==> src/rtl/prio_admit_pkg.sv <==
package prio_admit_pkg;
  localparam int LFSR_W = 8;
  localparam logic [LFSR_W-1:0] LFSR_SEED = 8'hA5;

  typedef enum logic {WIN_L0 = 1'b0, WIN_L1 = 1'b1} win_e;

  function automatic logic [LFSR_W-1:0] lfsr_step(input logic [LFSR_W-1:0] s);
    // polynomial x^8 + x^6 + x^5 + x^4 + 1
    return {s[LFSR_W-2:0], s[7] ^ s[5] ^ s[4] ^ s[3]};
  endfunction
endpackage

==> src/rtl/pa_lfsr.sv <==
module pa_lfsr
  import prio_admit_pkg::*;
(
  input  logic clk,
  input  logic rst_n,
  output logic rnd
);
  logic [LFSR_W-1:0] st;

  always_ff @(posedge clk) begin
    if (!rst_n) st <= LFSR_SEED;
    else        st <= lfsr_step(st);
  end

  assign rnd = st[0];
endmodule

==> src/rtl/pa_arbiter.sv <==
module pa_arbiter
  import prio_admit_pkg::*;
#(
  parameter int DEPTH = 8,
  parameter int QW    = 3,
  localparam int CW   = $clog2(DEPTH + 1)
) (
  input  logic          v0,
  input  logic          v1,
  input  logic [QW-1:0] q0,
  input  logic [QW-1:0] q1,
  input  logic [CW-1:0] cnt,
  input  logic          no_prio,
  input  logic          rnd,
  output logic          acc0,
  output logic          acc1
);
  logic [CW:0] free;
  win_e        win;

  assign free = (CW+1)'(DEPTH) - {1'b0, cnt};

  always_comb begin
    // conflict winner: larger sender queue, tie to link 0, or a random bit
    if (no_prio) win = rnd ? WIN_L1 : WIN_L0;
    else         win = (q0 >= q1) ? WIN_L0 : WIN_L1;
    acc0 = 1'b0;
    acc1 = 1'b0;
    if (free >= (CW+1)'(2)) begin
      acc0 = v0;
      acc1 = v1;
    end else if (free == (CW+1)'(1)) begin
      if (v0 && v1) begin
        acc0 = (win == WIN_L0);
        acc1 = (win == WIN_L1);
      end else begin
        acc0 = v0;
        acc1 = v1;
      end
    end
  end
endmodule

==> src/rtl/pa_fifo.sv <==
module pa_fifo #(
  parameter int DEPTH = 8,
  parameter int DW    = 14,
  localparam int CW   = $clog2(DEPTH + 1),
  localparam int AW   = (DEPTH > 1) ? $clog2(DEPTH) : 1
) (
  input  logic          clk,
  input  logic          rst_n,
  input  logic          wr0,
  input  logic [DW-1:0] d0,
  input  logic          wr1,
  input  logic [DW-1:0] d1,
  input  logic          rd,
  output logic [DW-1:0] head,
  output logic [CW-1:0] cnt
);
  logic [DW-1:0] mem [DEPTH];
  logic [AW-1:0] wp, rp;

  function automatic logic [AW-1:0] nxt(input logic [AW-1:0] p);
    return (int'(p) == DEPTH - 1) ? '0 : p + AW'(1);
  endfunction

  always_ff @(posedge clk) begin
    if (!rst_n) begin
      wp  <= '0;
      rp  <= '0;
      cnt <= '0;
    end else begin
      // link 0 takes the first free slot, link 1 the one after it
      if (wr0 && wr1) begin
        mem[wp]      <= d0;
        mem[nxt(wp)] <= d1;
        wp           <= nxt(nxt(wp));
      end else if (wr0 || wr1) begin
        mem[wp] <= wr0 ? d0 : d1;
        wp      <= nxt(wp);
      end
      if (rd) rp <= nxt(rp);
      cnt <= cnt + CW'(wr0) + CW'(wr1) - CW'(rd);
    end
  end

  assign head = mem[rp];
endmodule

==> src/rtl/prio_admit.sv <==
module prio_admit #(
  parameter int DEPTH = 8,
  parameter int QW    = 3,
  parameter int TAGW  = 3,
  parameter int PAYW  = 8,
  parameter int STAGE = 1,
  localparam int PKTW = QW + TAGW + PAYW,
  localparam int CW   = $clog2(DEPTH + 1)
) (
  input  logic            clk,
  input  logic            rst_n,
  input  logic            cfg_no_prio,
  input  logic            cfg_first_stage,
  input  logic            in0_valid,
  output logic            in0_ready,
  input  logic [PKTW-1:0] in0_data,
  input  logic            in1_valid,
  output logic            in1_ready,
  input  logic [PKTW-1:0] in1_data,
  output logic [1:0]      blk_q,
  output logic [1:0]      drop_q,
  output logic            out_valid,
  input  logic            out_ready,
  output logic [PKTW-1:0] out_data,
  output logic            out_port,
  output logic [QW-1:0]   occ_sat
);
  logic          acc0, acc1, rnd, pop;
  logic [CW-1:0] fill_cnt;

  pa_lfsr u_rng (.clk(clk), .rst_n(rst_n), .rnd(rnd));

  pa_arbiter #(.DEPTH(DEPTH), .QW(QW)) u_arb (
    .v0(in0_valid), .v1(in1_valid),
    .q0(in0_data[PKTW-1 -: QW]), .q1(in1_data[PKTW-1 -: QW]),
    .cnt(fill_cnt), .no_prio(cfg_no_prio), .rnd(rnd),
    .acc0(acc0), .acc1(acc1)
  );

  pa_fifo #(.DEPTH(DEPTH), .DW(PKTW)) u_buf (
    .clk(clk), .rst_n(rst_n),
    .wr0(acc0), .d0(in0_data),
    .wr1(acc1), .d1(in1_data),
    .rd(pop), .head(out_data), .cnt(fill_cnt)
  );

  assign out_valid = (fill_cnt != '0);
  assign pop       = out_valid && out_ready;
  assign out_port  = out_data[PAYW + STAGE];
  assign in0_ready = cfg_first_stage ? 1'b1 : acc0;
  assign in1_ready = cfg_first_stage ? 1'b1 : acc1;
  assign occ_sat   = (int'(fill_cnt) > (2**QW - 1)) ? {QW{1'b1}} : QW'(fill_cnt);

  always_ff @(posedge clk) begin
    if (!rst_n) begin
      blk_q  <= '0;
      drop_q <= '0;
    end else if (cfg_first_stage) begin
      blk_q  <= '0;
      drop_q <= {in1_valid && !acc1, in0_valid && !acc0};
    end else begin
      blk_q  <= {in1_valid && !acc1, in0_valid && !acc0};
      drop_q <= '0;
    end
  end
endmodule

==> config.mk <==
export PLATFORM = sky130hd
export DESIGN_NAME = prio_admit
export DESIGN_NICKNAME = d
export VERILOG_FILES = /design/src/rtl/prio_admit_pkg.sv /design/src/rtl/pa_lfsr.sv /design/src/rtl/pa_arbiter.sv /design/src/rtl/pa_fifo.sv /design/src/rtl/prio_admit.sv
export SDC_FILE = /design/constraint.sdc
export NUM_CORES = 1
export LEC_CHECK = 0
export BUFFER_PORTS_ARGS = -buffer_cell sky130_fd_sc_hd__clkbuf_2
export CORE_MARGIN = 3
export CORE_UTILIZATION = 50
export DETAILED_ROUTE_END_ITERATION = 6
export PLACE_DENSITY = 0.69
export REMOVE_ABC_BUFFERS = 1
export SLEW_MARGIN = 10
export SYNTH_ARGS = -nofsm -noshare
export SYNTH_HDL_FRONTEND = slang
export SYNTH_HIERARCHICAL = 1
export SYNTH_SLANG_ARGS = --single-unit
==> constraint.sdc <==
create_clock -name clk -period 5.19 [get_ports clk]
set_input_delay 1.038 -clock clk [delete_from_list [all_inputs] [get_ports clk]]
set_output_delay 1.038 -clock clk [all_outputs]
set_load 0.1 [all_outputs]
* After elaboration in Yosys (flattened, before gate mapping) *
Memories as Yosys holds them, arrays and structs flattened. A register that Yosys moved wholly into a read port is not among the register bits.
Index checks and enable logic that the tools add are counted.

word-level totals
  memories kept = 1
  memory bits (writable) = 112
  register bits after elaboration = 22
  word-level logic and storage cells = 67

memories
  name       words  bits a word  read ports  clocked after Yosys merged registers in  wr ports  line           RTL
  u_buf.mem  8      14           1           1                                        2         pa_fifo.sv:17  logic [DW-1:0] mem [DEPTH];

cells by class
  eq/ne operators = 4
  order comparisons = 3
  mux-type cells = 28
  bitwise logic cells = 6
  reduce and logical (&&, ||, !) cells = 12
  add/sub/neg operators = 7

operators by type and width
  kind                                                               count
  2-to-1 mux 14 bit                                                  2
  2-to-1 mux 3 bit                                                   8
  2-to-1 mux 1 bit                                                   18
  adder 3 x 1 -> 3 bit, second input constant                        3
  equality test 3 x 1 -> 1 bit, second input constant                3
  adder 4 x 1 -> 4 bit                                               2
  equality test 5 x 1 -> 1 bit, second input constant                1
  greater-or-equal comparator 5 x 2 -> 1 bit, second input constant  1
  logical AND 1 bit                                                  5
  subtractor 4 x 4 -> 5 bit, first input constant                    1
  greater-than comparator 4 x 3 -> 1 bit, second input constant      1
  nonzero test 4 bit                                                 1
  subtractor 4 x 1 -> 4 bit                                          1
  greater-or-equal comparator 3 bit                                  1
  XOR 1 bit                                                          3
  zero test 1 bit                                                    2
  inverter 1 bit                                                     2
  AND reduction 2 bit                                                1
  nonzero test 2 bit                                                 1
  OR reduction 2 bit                                                 1
  logical OR 1 bit                                                   1
  bitwise OR 1 bit                                                   1

* Logic depth before layout (Yosys ltp) *
Gate-level depths: netlist (run 1).

  depth in word-level cells = 13
  depth in mapped cells = 14
  gate-level depth less buffers = 14

* Cells and area by module *
The synthesis (run 1) kept the hierarchy.

by module, submodules not included
  module      area an instance (µm²)  seq. area each (µm²)  instances  cells an instance
  pa_fifo     6657.6                  3623.5                1          396
  pa_arbiter  239.0                   0.0                   1          29
  pa_lfsr     235.2                   160.2                 1          19
  prio_admit  177.7                   80.1                  1          16

* Least setup slack after synthesis (run 1) *
No wires, ideal clock.

  kind = input to register
  from = input port in0_data[11]
  to = memory u_buf.mem[0][0], enable pin
  path buffers = 1
  setup slack = 632 ps
  arrival = 4151 ps
  data required time = 4783 ps
  setup time = 407 ps
  cell stages on the path = 10
  path through = inv_1 -> ha_1 -> nand2b_4 -> a2111oi_4 -> nor4b_1 -> o21ai_0 -> ha_1 -> buf_2 -> o211ai_1 -> o31ai_1

RTL lines
  item                line              RTL
  start: declaration  prio_admit.sv:16  input logic [PKTW-1:0] in0_data,
  end: declaration    pa_fifo.sv:17

* Worst setup path in the final report (run 1) *
  from = input port in1_data[11]
  to = output port in1_ready

on the way
  cells in the longest elaborated chain, start to end = 7

RTL lines
  item                               line              RTL
  start: declaration                 prio_admit.sv:19  input logic [PKTW-1:0] in1_data,
  greater-or-equal comparator 3 bit  pa_arbiter.sv:26  else win = (q0 >= q1) ? WIN_L0 : WIN_L1;
  2-to-1 mux 1 bit                   pa_arbiter.sv:26
  2-to-1 mux 1 bit                   pa_arbiter.sv:25  if (no_prio) win = rnd ? WIN_L1 : WIN_L0;
  2-to-1 mux 1 bit                   pa_arbiter.sv:33  if (v0 && v1) begin
  2-to-1 mux 1 bit                   pa_arbiter.sv:32  end else if (free == (CW+1)'(1)) begin
  2-to-1 mux 1 bit                   pa_arbiter.sv:29  if (free >= (CW+1)'(2)) begin
  via acc1                           prio_admit.sv:28  logic acc0, acc1, rnd, pop;
  2-to-1 mux 1 bit                   prio_admit.sv:51  assign in1_ready = cfg_first_stage ? 1'b1 : acc1;
  end: declaration                   prio_admit.sv:18  output logic in1_ready,

The timed path passes the listed nets, and every way through them passes these cells.

==> results by stage, run 1 <==
STA:
- The number of hold violations in the final report is 0.
- Setup violations remaining at the end of the flow were counted as 0.
- The clock arrives with about 0.007 ns of skew.
- The sum of negative setup slack is 0 ns.
- The post-layout minimum cycle time is 4.23 ns.
- Setup repair after global routing left no endpoint under its margin.
- The max-slew violation total from the final report was 0.
- For this run, the top clock speed supported by timing is about 240 MHz.
- The worst pin sits at a relative slew slack of 40.8%.
- At the pin with the least slew margin, the transition time is between 0.8 and 0.9 ns.
- The final worst-path cycle share is between 80% and 90%.

Pwr:
- The total power density per cell area is between 500 and 600 nW/um^2.
- The analysis attributes to cell leakage a power of approximately 3.1 nW.
- The worst ir drop on vdd is about 0.58 mV.

Worst setup path:
- The number of cell instances on the worst register-to-register path is 10.
- The critical register-to-register path startpoint is u_buf/cnt[1].
- The cell with the biggest individual delay on the critical path is clkbuf_2.
- The cell with the most instances on the worst path is clkbuf_2.
- Traced cell by cell, the critical path runs through clkbuf_2 -> ha_1 -> nand2b_4 -> a2111oi_4 -> nor4b_1 -> o21ai_0 -> buf_4 -> or2_2 -> clkbuf_2.
- The arrival time at the worst endpoint is 3.19 ns.
- The worst setup path is launched from an input pin.
- In this run the register-to-register setup slack is ~1.6 ns.
- The critical path's largest stage delay is 0.44 ns.
- The maximum fanout count along the critical path is 10.
- The critical path is of the input pin to output port type.
- The kind of end point of the critical path is an output port.
- The first element of the critical path is in1_data[11].
- The worst register-to-register path ends at u_buf/mem[6][1].
- The critical path ends at in1_ready.
- Data on the critical path is required at its endpoint by a little over 4 ns.

Synth:
- The leading register cell type out of synthesis is edfxtp_1.
- After Yosys synthesis, XOR and XNOR cells account for less than 1% of the synthesized area.
- The multiplexer fraction of the synthesized cell area is a little under a third.
- edfxtp_1 takes more of the synthesized area than any other cell.
- The synthesized netlist devotes between 3 and 4% of its cell area to compound gates.
- Counting every instance in the synthesized netlist gives 460.
- Averaged over all synthesized cells, the footprint is 15.9 sq um.
- The number of distinct standard cells referenced by the synthesized netlist is 61.
- The cell area that synthesis handed to floorplanning was between 7000 and 8000 sq um.
- By area, the combinational part of the netlist is dominated by multiplexers.
- The async set-reset flop share out of synthesis is 0%.
- The number of warnings printed during yosys synthesis is 6.
- The number of enable flip-flop cells after synthesis is 112.
- Sequential cells were found to cover a little over half of the synthesized design area.
- The area share of the leading cell type in the synthesized netlist is between 40% and 50%.
- The adder-cell area share of the yosys netlist is approximately 3.5%.
- Yosys attributes the largest share of cell area to edfxtp_1, mux2_2, mux4_2.
- Summing the areas of all and, or, nand and nor instances in the mapped netlist gives under 10% of the synthesized area.
- After synthesis the netlist holds a flip-flop and latch count of around 140.

Route:
- The routed length per placed instance is roughly 22 microns.
- Dividing the detail-routed via count by the number of cells gives between 5 and 6.
- For this block, the initial DRC count from the detailed router was ~290.
- Summed over all layers, the routed wires come to roughly 16 mm.
- The final antenna-violating net count is 0.
- The total via count in the routed design is 4315.
- The number of iterations in the first detailed-routing pass is 5.
- The post-route DRC violation count is 0.

GRT:
- The via count of the first global-routing pass is ~4500.
- The global-route usage over all layers is 21.0%.
- Summed over all layers, the global routing overflow is 0.
- The wire length of the first global-routing pass is ~26 mm.
- The pin count of the biggest net entering global routing is 29.
- The initial antenna violation count came to 0.

Floorplan:
- The initial utilization of the core area, before any placement, comes to between 50% and 60%.
- The number of top-level design ports is 60.
- The total die area is between 15000 and 20000 sq um.
- The floorplan has between 40 and 50 rows.
- The die is between 100 and 150 microns tall.
- The floorplan step set the die width to around 130 microns.
- The area of the core is 14100 sq um.

Cells and area:
- The repair_antennas step left the layout with diodes totalling 0.
- Leaving out fill and tap cells, the most frequent cells in the layout are mux2_2, edfxtp_1, clkbuf_2.
- The area added between synthesis and finish is 15.1%.
- The net count of the finished layout is just under 600.
- The library cell used most frequently in the layout, excluding fill and tap cells, is mux2_2.
- Cells with a size suffix above 1 make up around 53% of the layout.
- Summing all non-filler instances in the final layout gives an area of around 8400 sq um.
- The total of fill cells in the finished design is roughly 1100.

Clock network:
- Clock tree synthesis found a total of 137 sinks.
- The CTS buffer count is 17.
- The cell at the root of the clock tree is clkbuf_16.
- Clock-pin slew was measured on the worst setup and hold paths at around 0.05 ns.
- Gates resized during post-CTS repair numbered 0.
- The hold buffer count at CTS is 0.
- The maximum count of clock buffers along a single path is 2.
- The post-CTS setup-driven buffer insertion count is 0.
- The maximum level of the CTS H-tree is 4.
- The worst-skew pair later-pin latency is ~0.42 ns.
- TritonCTS built the clock tree.

Placement:
- The final weighted congestion in routability-driven placement is slightly below 0.8.
- Once placement finished, the instance area stood at between 7000 and 8000 sq um.
- In this run the tool buffered the top-level ports with 59 buffer cells.
- The wire-length estimate of the detail-placed layout is between 10 and 15 mm.

Flow run:
- Across the run, the number of max-cap violations was 0.

Outcome:
- The run finished with clean final reports.

Hold path:
- The path category of the worst min-delay check is flop to flop.
## critical path, delay by kind of cell
| family | cells | cell delay (ns) |
|---|---|---|
| buf+inv | 3 | 0.80 |
| compound gates | 2 | 0.69 |
| fa+ha+maj | 1 | 0.29 |
| simple gates | 3 | 0.36 |
## power breakdown
part,internal (W),switching [W],leakage [nW],total [W]
Sequential,0.00144,0.000138,1.22,0.00158
Combinational,0.000659,0.00121,1.63,0.00187
Clock,0.000699,0.000428,0.259,0.00113
## registers in the layout, indices dropped and copies added, names as in the netlist, named ones only
name,flops
u_buf/rp,3
drop_q,2
u_buf/cnt,4
u_buf/wp,3
u_buf/mem,112
blk_q,2
u_rng/st,8
## cell families (layout without fill, tap and decap cells)
| group | count (synthesis) | in the layout |
|---|---|---|
| flops | 137 | 137 |
| buf+inv | 36 | 126 |
| compound gates | 33 | 33 |
| xor+xnor | 6 | 6 |
| mux | 169 | 169 |
| fa+ha+maj | 19 | 19 |
| simple gates | 60 | 60 |
## worst min path at each step
stage	from	depth (start not counted)	to	slack [ns]
after detailed placement	u_rng/st[1]	1	u_rng/st[2]	0.40
after floorplan	u_rng/st[1]	1	u_rng/st[2]	0.39
after CTS	u_rng/st[6]	1	u_rng/st[7]	0.42
after global placement	u_rng/st[6]	1	u_rng/st[7]	0.40
after global routing	u_rng/st[6]	1	u_rng/st[7]	0.42
final	u_rng/st[6]	1	u_rng/st[7]	0.41
## layout make-up
class / count / area (sq um) / area share [%]
clock buffer: 22 / 444 / 5.28
clock inverter: 9 / 101 / 1.20
inverter: 16 / 60.1 / 0.714
multi-input combinational: 287 / 3270 / 38.9
sequential: 137 / 3870 / 46.0
tap: 180 / 225 / 2.68
timing repair buffer: 79 / 445 / 5.29
## synthesized netlist by cell type (all sizes together), types with 3 or more instances
master,number
dfxtp,25
nand3b,4
and2,7
mux4,28
a21oi,4
o31ai,4
or2,5
nor3b,3
edfxtp,112
o21ai,7
inv,16
mux2,140
xor2,4
o21bai,4
nor2,6
ha,17
nand2b,8
buf,18
nand2,10
## stage by stage
step | utilization (%) | hold slack (ns) | power [W] | instances | setup slack, ns
global route | 59.7 | 0.420 | 0.00479 | 730 | 0.818
CTS | 59.7 | 0.417 | 0.00461 | 730 | 0.933
detailed placement | 55.8 | 0.396 | 0.00347 | 699 | 0.674
floorplan | - | 0.386 | 0.00307 | 440 | 0.612
global placement | 55.8 | 0.398 | 0.00343 | 699 | 0.594
finish | 59.7 | 0.412 | 0.00458 | 730 | 0.959
## layer usage
metal	track usage, %	up-vias	routed length [microns]
li1	-	1973	-
met4	6.37	0	250
met5	0	-	0
met1	27.9	2183	6960
met3	4.59	25	763
met2	34.9	134	8050
Note: power is estimated with default switching activity, not from simulation.
==> run 2, diff against run 1 <==
- ABC_AREA: default -> 1
- PLACE_DENSITY: 0.69 -> 0.71
- clock period: 5.19 -> 3.4 ns (I/O delays scaled with it)
==> results by stage, run 2 <==
Outcome:
- The flow ran to the end, and the final reports show no timing, DRC or antenna violations.

Hold path:
- The worst hold path terminates at u_rng/st[7].
- Along the worst hold path, the cell count comes to 2.
- The path category of the worst min-delay check is flop to flop.
- The startpoint identified for the worst hold timing path is u_rng/st[6].

Worst setup path:
- Of all nets on the critical path, the largest fanout is 8.
- The setup slack of the most critical reg-to-reg path is around 0.52 ns.
- The kind of end point of the critical path is an output port.
- The worst setup path is launched from a flop.
- The worst setup path is of the flop to output port kind.
- The endpoint identified for the worst register-to-register timing path is u_buf/mem[2][6].
- The number of cell instances on the worst register-to-register path is 15.
- STA puts the critical path data required time at approximately 2.7 ns.
- In this run the critical register-to-register path is launched from u_buf/cnt[1].
- The arrival time at the worst endpoint is between 2 and 2.5 ns.

Floorplan:
- During I/O placement, the number of pins put on the boundary was 60.
- For this configuration, the core starts out at a cell density of a little over half.
- The vertical die dimension is roughly 130 microns.
- The total area inside the core boundary comes to 14900 sq um.
- The die width is 131 microns.
- The total die area is 17100 sq um.
- The standard-cell row count is 44.

Synth:
- Summing the areas of all fa, ha and maj instances in the mapped netlist gives 3.25% of the synthesized area.
- The async set-reset flop share out of synthesis is 0%.
- In this run, synthesis produced a sequential element count of 137.
- The leading register cell type out of synthesis is edfxtp_1.
- Counting flops with a built-in enable in the synthesized netlist gives 112.
- By area, the combinational part of the netlist is dominated by simple AND/OR/NAND/NOR gates.
- The Yosys step of the flow raised 6 warnings.
- The area share of the leading cell type in the synthesized netlist is between 40% and 50%.
- edfxtp_1 takes more of the synthesized area than any other cell.
- The synthesized area is approximately 7800 sq um.
- Multiplexer cells account for 0% of the synthesized area.
- The average size of a mapped cell is around 7.8 sq um.
- The synthesized netlist devotes 6.65% of its cell area to compound gates.
- The basic-gate share of the synthesized area counting and, or, nand and nor cells is between 30% and 40%.
- Yosys attributes the largest share of cell area to edfxtp_1, nand2_1, nor2_1.
- The most numerous cell in the Yosys netlist is nand2_1.
- In this run, distinct cell masters in the synthesized netlist total 33.
- The XOR/XNOR share of the synthesized area is less than 1%.
- The sequential share of the synthesized area is 49.8%.
- The number of instances in the synthesized netlist is around 1000.
- After synthesis, the most frequently instantiated cells are nand2_1, nor2_1, edfxtp_1.

Clock network:
- Clock tree synthesis found a total of ~140 sinks.
- Counting the buffers created by CTS gives 17.
- The clock reaches the later pin of the worst-skew pair after between 0.4 and 0.5 ns.
- The post-CTS setup-driven buffer insertion count is 0.
- Buffers inserted to repair hold after CTS numbered 0.
- The cell at the root of the clock tree is clkbuf_16.
- The maximum count of clock buffers along a single path is 2.
- The CTS tree is yes.
- Post-CTS repair changed the size of 0 cells.
- The maximum level of the CTS H-tree is 4.
- The clock transition time at the flip-flop clock pins of the worst setup and hold paths is 0.05 ns.

GRT:
- The first global-routing pass estimated ~34 mm of wire.
- The global-route usage over all layers is 26.2%.
- The via count of the first global-routing pass is between 6000 and 7000.
- The global route total overflow is 0.
- The pin count of the biggest net entering global routing is 57.
- The initial antenna violation count came to 0.

Cells and area:
- In the layout the commonest cells are nand2_1, nor2_1, edfxtp_1.
- The area growth from synthesis to layout is 16.6%.
- Fill cells in the final layout number between 1000 and 1500.
- The register with the most flip-flops in the layout has around 110 of them.
- Ranked by flip-flop count, first place goes to u_buf/mem.
- The repair_antennas step left the layout with diodes totalling 0.
- The library cell used most frequently in the layout, excluding fill and tap cells, is nand2_1.
- In the final design database the tool counted around 1100 nets.
- The largest registers in the layout are u_buf/mem (112), u_rng/st (8), u_buf/cnt (4).
- The post-layout instance count excluding filler cells is 1260.
- Of the cells placed in the final design, the portion with a size suffix greater than 1 is between 10 and 15%.

STA:
- Setup repair after global routing left no endpoint under its margin.
- Between clock sinks in the finished design, the worst skew comes to slightly below 0.007 ns.
- The maximum clock rate is approximately 340 MHz.
- The actual transition at the worst max-transition pin is ~0.84 ns.
- Hold is met by approximately 0.40 ns.
- The max-slew violation total from the final report is 0.
- The number of hold violations in the final report was 0.
- In this run the tightest slew margin relative to its limit is around 44%.
- The final setup violation count is 0.
- For the finished layout, the period the worst path requires is between 2 and 3 ns.
- The final worst-path cycle share is between 80% and 90%.

Route:
- The total via count in the routed design is approximately 7000.
- The DRC violation total after the first TritonRoute iteration is 902.
- The final layout contains routed wiring with a total length of about 22 mm.
- The routed length per placed instance is between 15 and 20 microns.
- In the routed layout, each cell is associated on average with a via count of between 5 and 6.
- In this run the remaining antenna-violating nets after routing total 0.
- Before antenna repair, the detailed router went through 7 iterations.
- After detailed routing, the number of remaining DRC violations is 0.

Placement:
- Input and output buffers added on the ports amount to 59.
- The number of placed instances with taps included is roughly 1200.
- The HPWL after detailed placement is between 10 and 15 mm.
- The final weighted congestion in routability-driven placement is about 0.83.

Pwr:
- The clock network burns 20.0% of the power.
- The total power density per cell area is 904 nW/um^2.
- Of the total power, combinational logic draws approximately 50%.
- In this run the static leakage power is between 4 and 5 nW.
- The net switching component of the power is about 0.0037 W.
- The total power of the final layout is around 0.008 W.
- Across the VDD grid, the largest voltage drop is 0.614 mV.
- The switching part of the total is between 40% and 50%.
- Internal power comes to 0.00445 W.
- Per report_power, the sequential group accounts for 29.0% of the total.

Flow run:
- Across the run, the number of max-cap violations was 0.
## run 2: changes by cell type after synthesis, sizes merged, moves of 6 or more
cell | previous run | this run
a21oi | 4 | 10
a31oi | 1 | 14
and2 | 7 | 0
buf | 18 | 33
clkbuf | 2 | 24
inv | 16 | 57
mux2 | 140 | 0
mux4 | 28 | 0
nand2 | 10 | 446
nand2b | 8 | 0
nand3 | 0 | 31
nor2 | 6 | 146
o21ai | 7 | 66
## run 2: critical path, cell delays in order, from the launching register on
cell      delay (ns)
dfxtp_1         0.51
inv_2           0.08
ha_1            0.27
nor2_1          0.09
nand2_1         0.07
a21oi_2         0.17
a21boi_2        0.09
buf_4           0.16
or2_1           0.26
buf_12          0.18
## run 2: power by group through the flow
stage / Combinational, W / Clock (W) / Sequential [W]
after floorplan: 0.00270 / 0 / 0.00245
after global placement: 0.00409 / 0 / 0.00240
after detailed placement: 0.00415 / 0 / 0.00240
after CTS: 0.00416 / 0.00166 / 0.00237
after global routing: 0.00448 / 0.00173 / 0.00240
final: 0.00418 / 0.00164 / 0.00237
## run 2: logic make-up (layout without fill, tap and decap cells)
| group | Yosys count | count (layout) |
|---|---|---|
| simple gates | 632 | 632 |
| flops | 137 | 137 |
| buf+inv | 115 | 189 |
| compound gates | 95 | 95 |
| fa+ha+maj | 19 | 19 |
| xor+xnor | 4 | 4 |
## run 2: layout make-up
| cell class | instances | area, sq um | share of cell area (%) |
|---|---|---|---|
| clock inverter | 4 | 21.3 | 0.235 |
| clock buffer | 28 | 497 | 5.48 |
| tap | 184 | 230 | 2.54 |
| inverter | 58 | 220 | 2.43 |
| sequential | 137 | 3860 | 42.7 |
| timing repair buffer | 99 | 851 | 9.39 |
| multi-input combinational | 750 | 3370 | 37.2 |
## run 2: worst max path at each step
stage,cells after the start,slack (ns),endpoint,start
after floorplan,16,-0.61,u_buf/mem[6][0],in1_data[13]
after global placement,18,0.12,u_buf/mem[7][10],in0_data[11]
after detailed placement,18,0.14,u_buf/mem[7][7],in1_data[12]
after CTS,9,0.39,in1_ready,u_buf/cnt[1]
after global routing,15,0.23,u_buf/mem[2][9],u_buf/cnt[1]
final,9,0.43,in1_ready,u_buf/cnt[1]
## run 2: per-layer routing
metal | global-route usage (%) | part of all wire, %
met1 | 33.1 | 38
met2 | 43.8 | 47
met3 | 5.65 | 12
met4 | 10.9 | 3.2
met5 | 0 | 0
## run 2: per-stage QoR
stage,utilization [%],TNS (ns),setup slack [ns],instance area (sq um)
floorplan,-,-39.86,-0.606,7450
global placement,57.4,0,0.117,8540
detailed placement,57.4,0,0.135,8540
CTS,60.9,0,0.389,9060
global route,60.9,0,0.234,9060
finish,60.9,0,0.426,9060
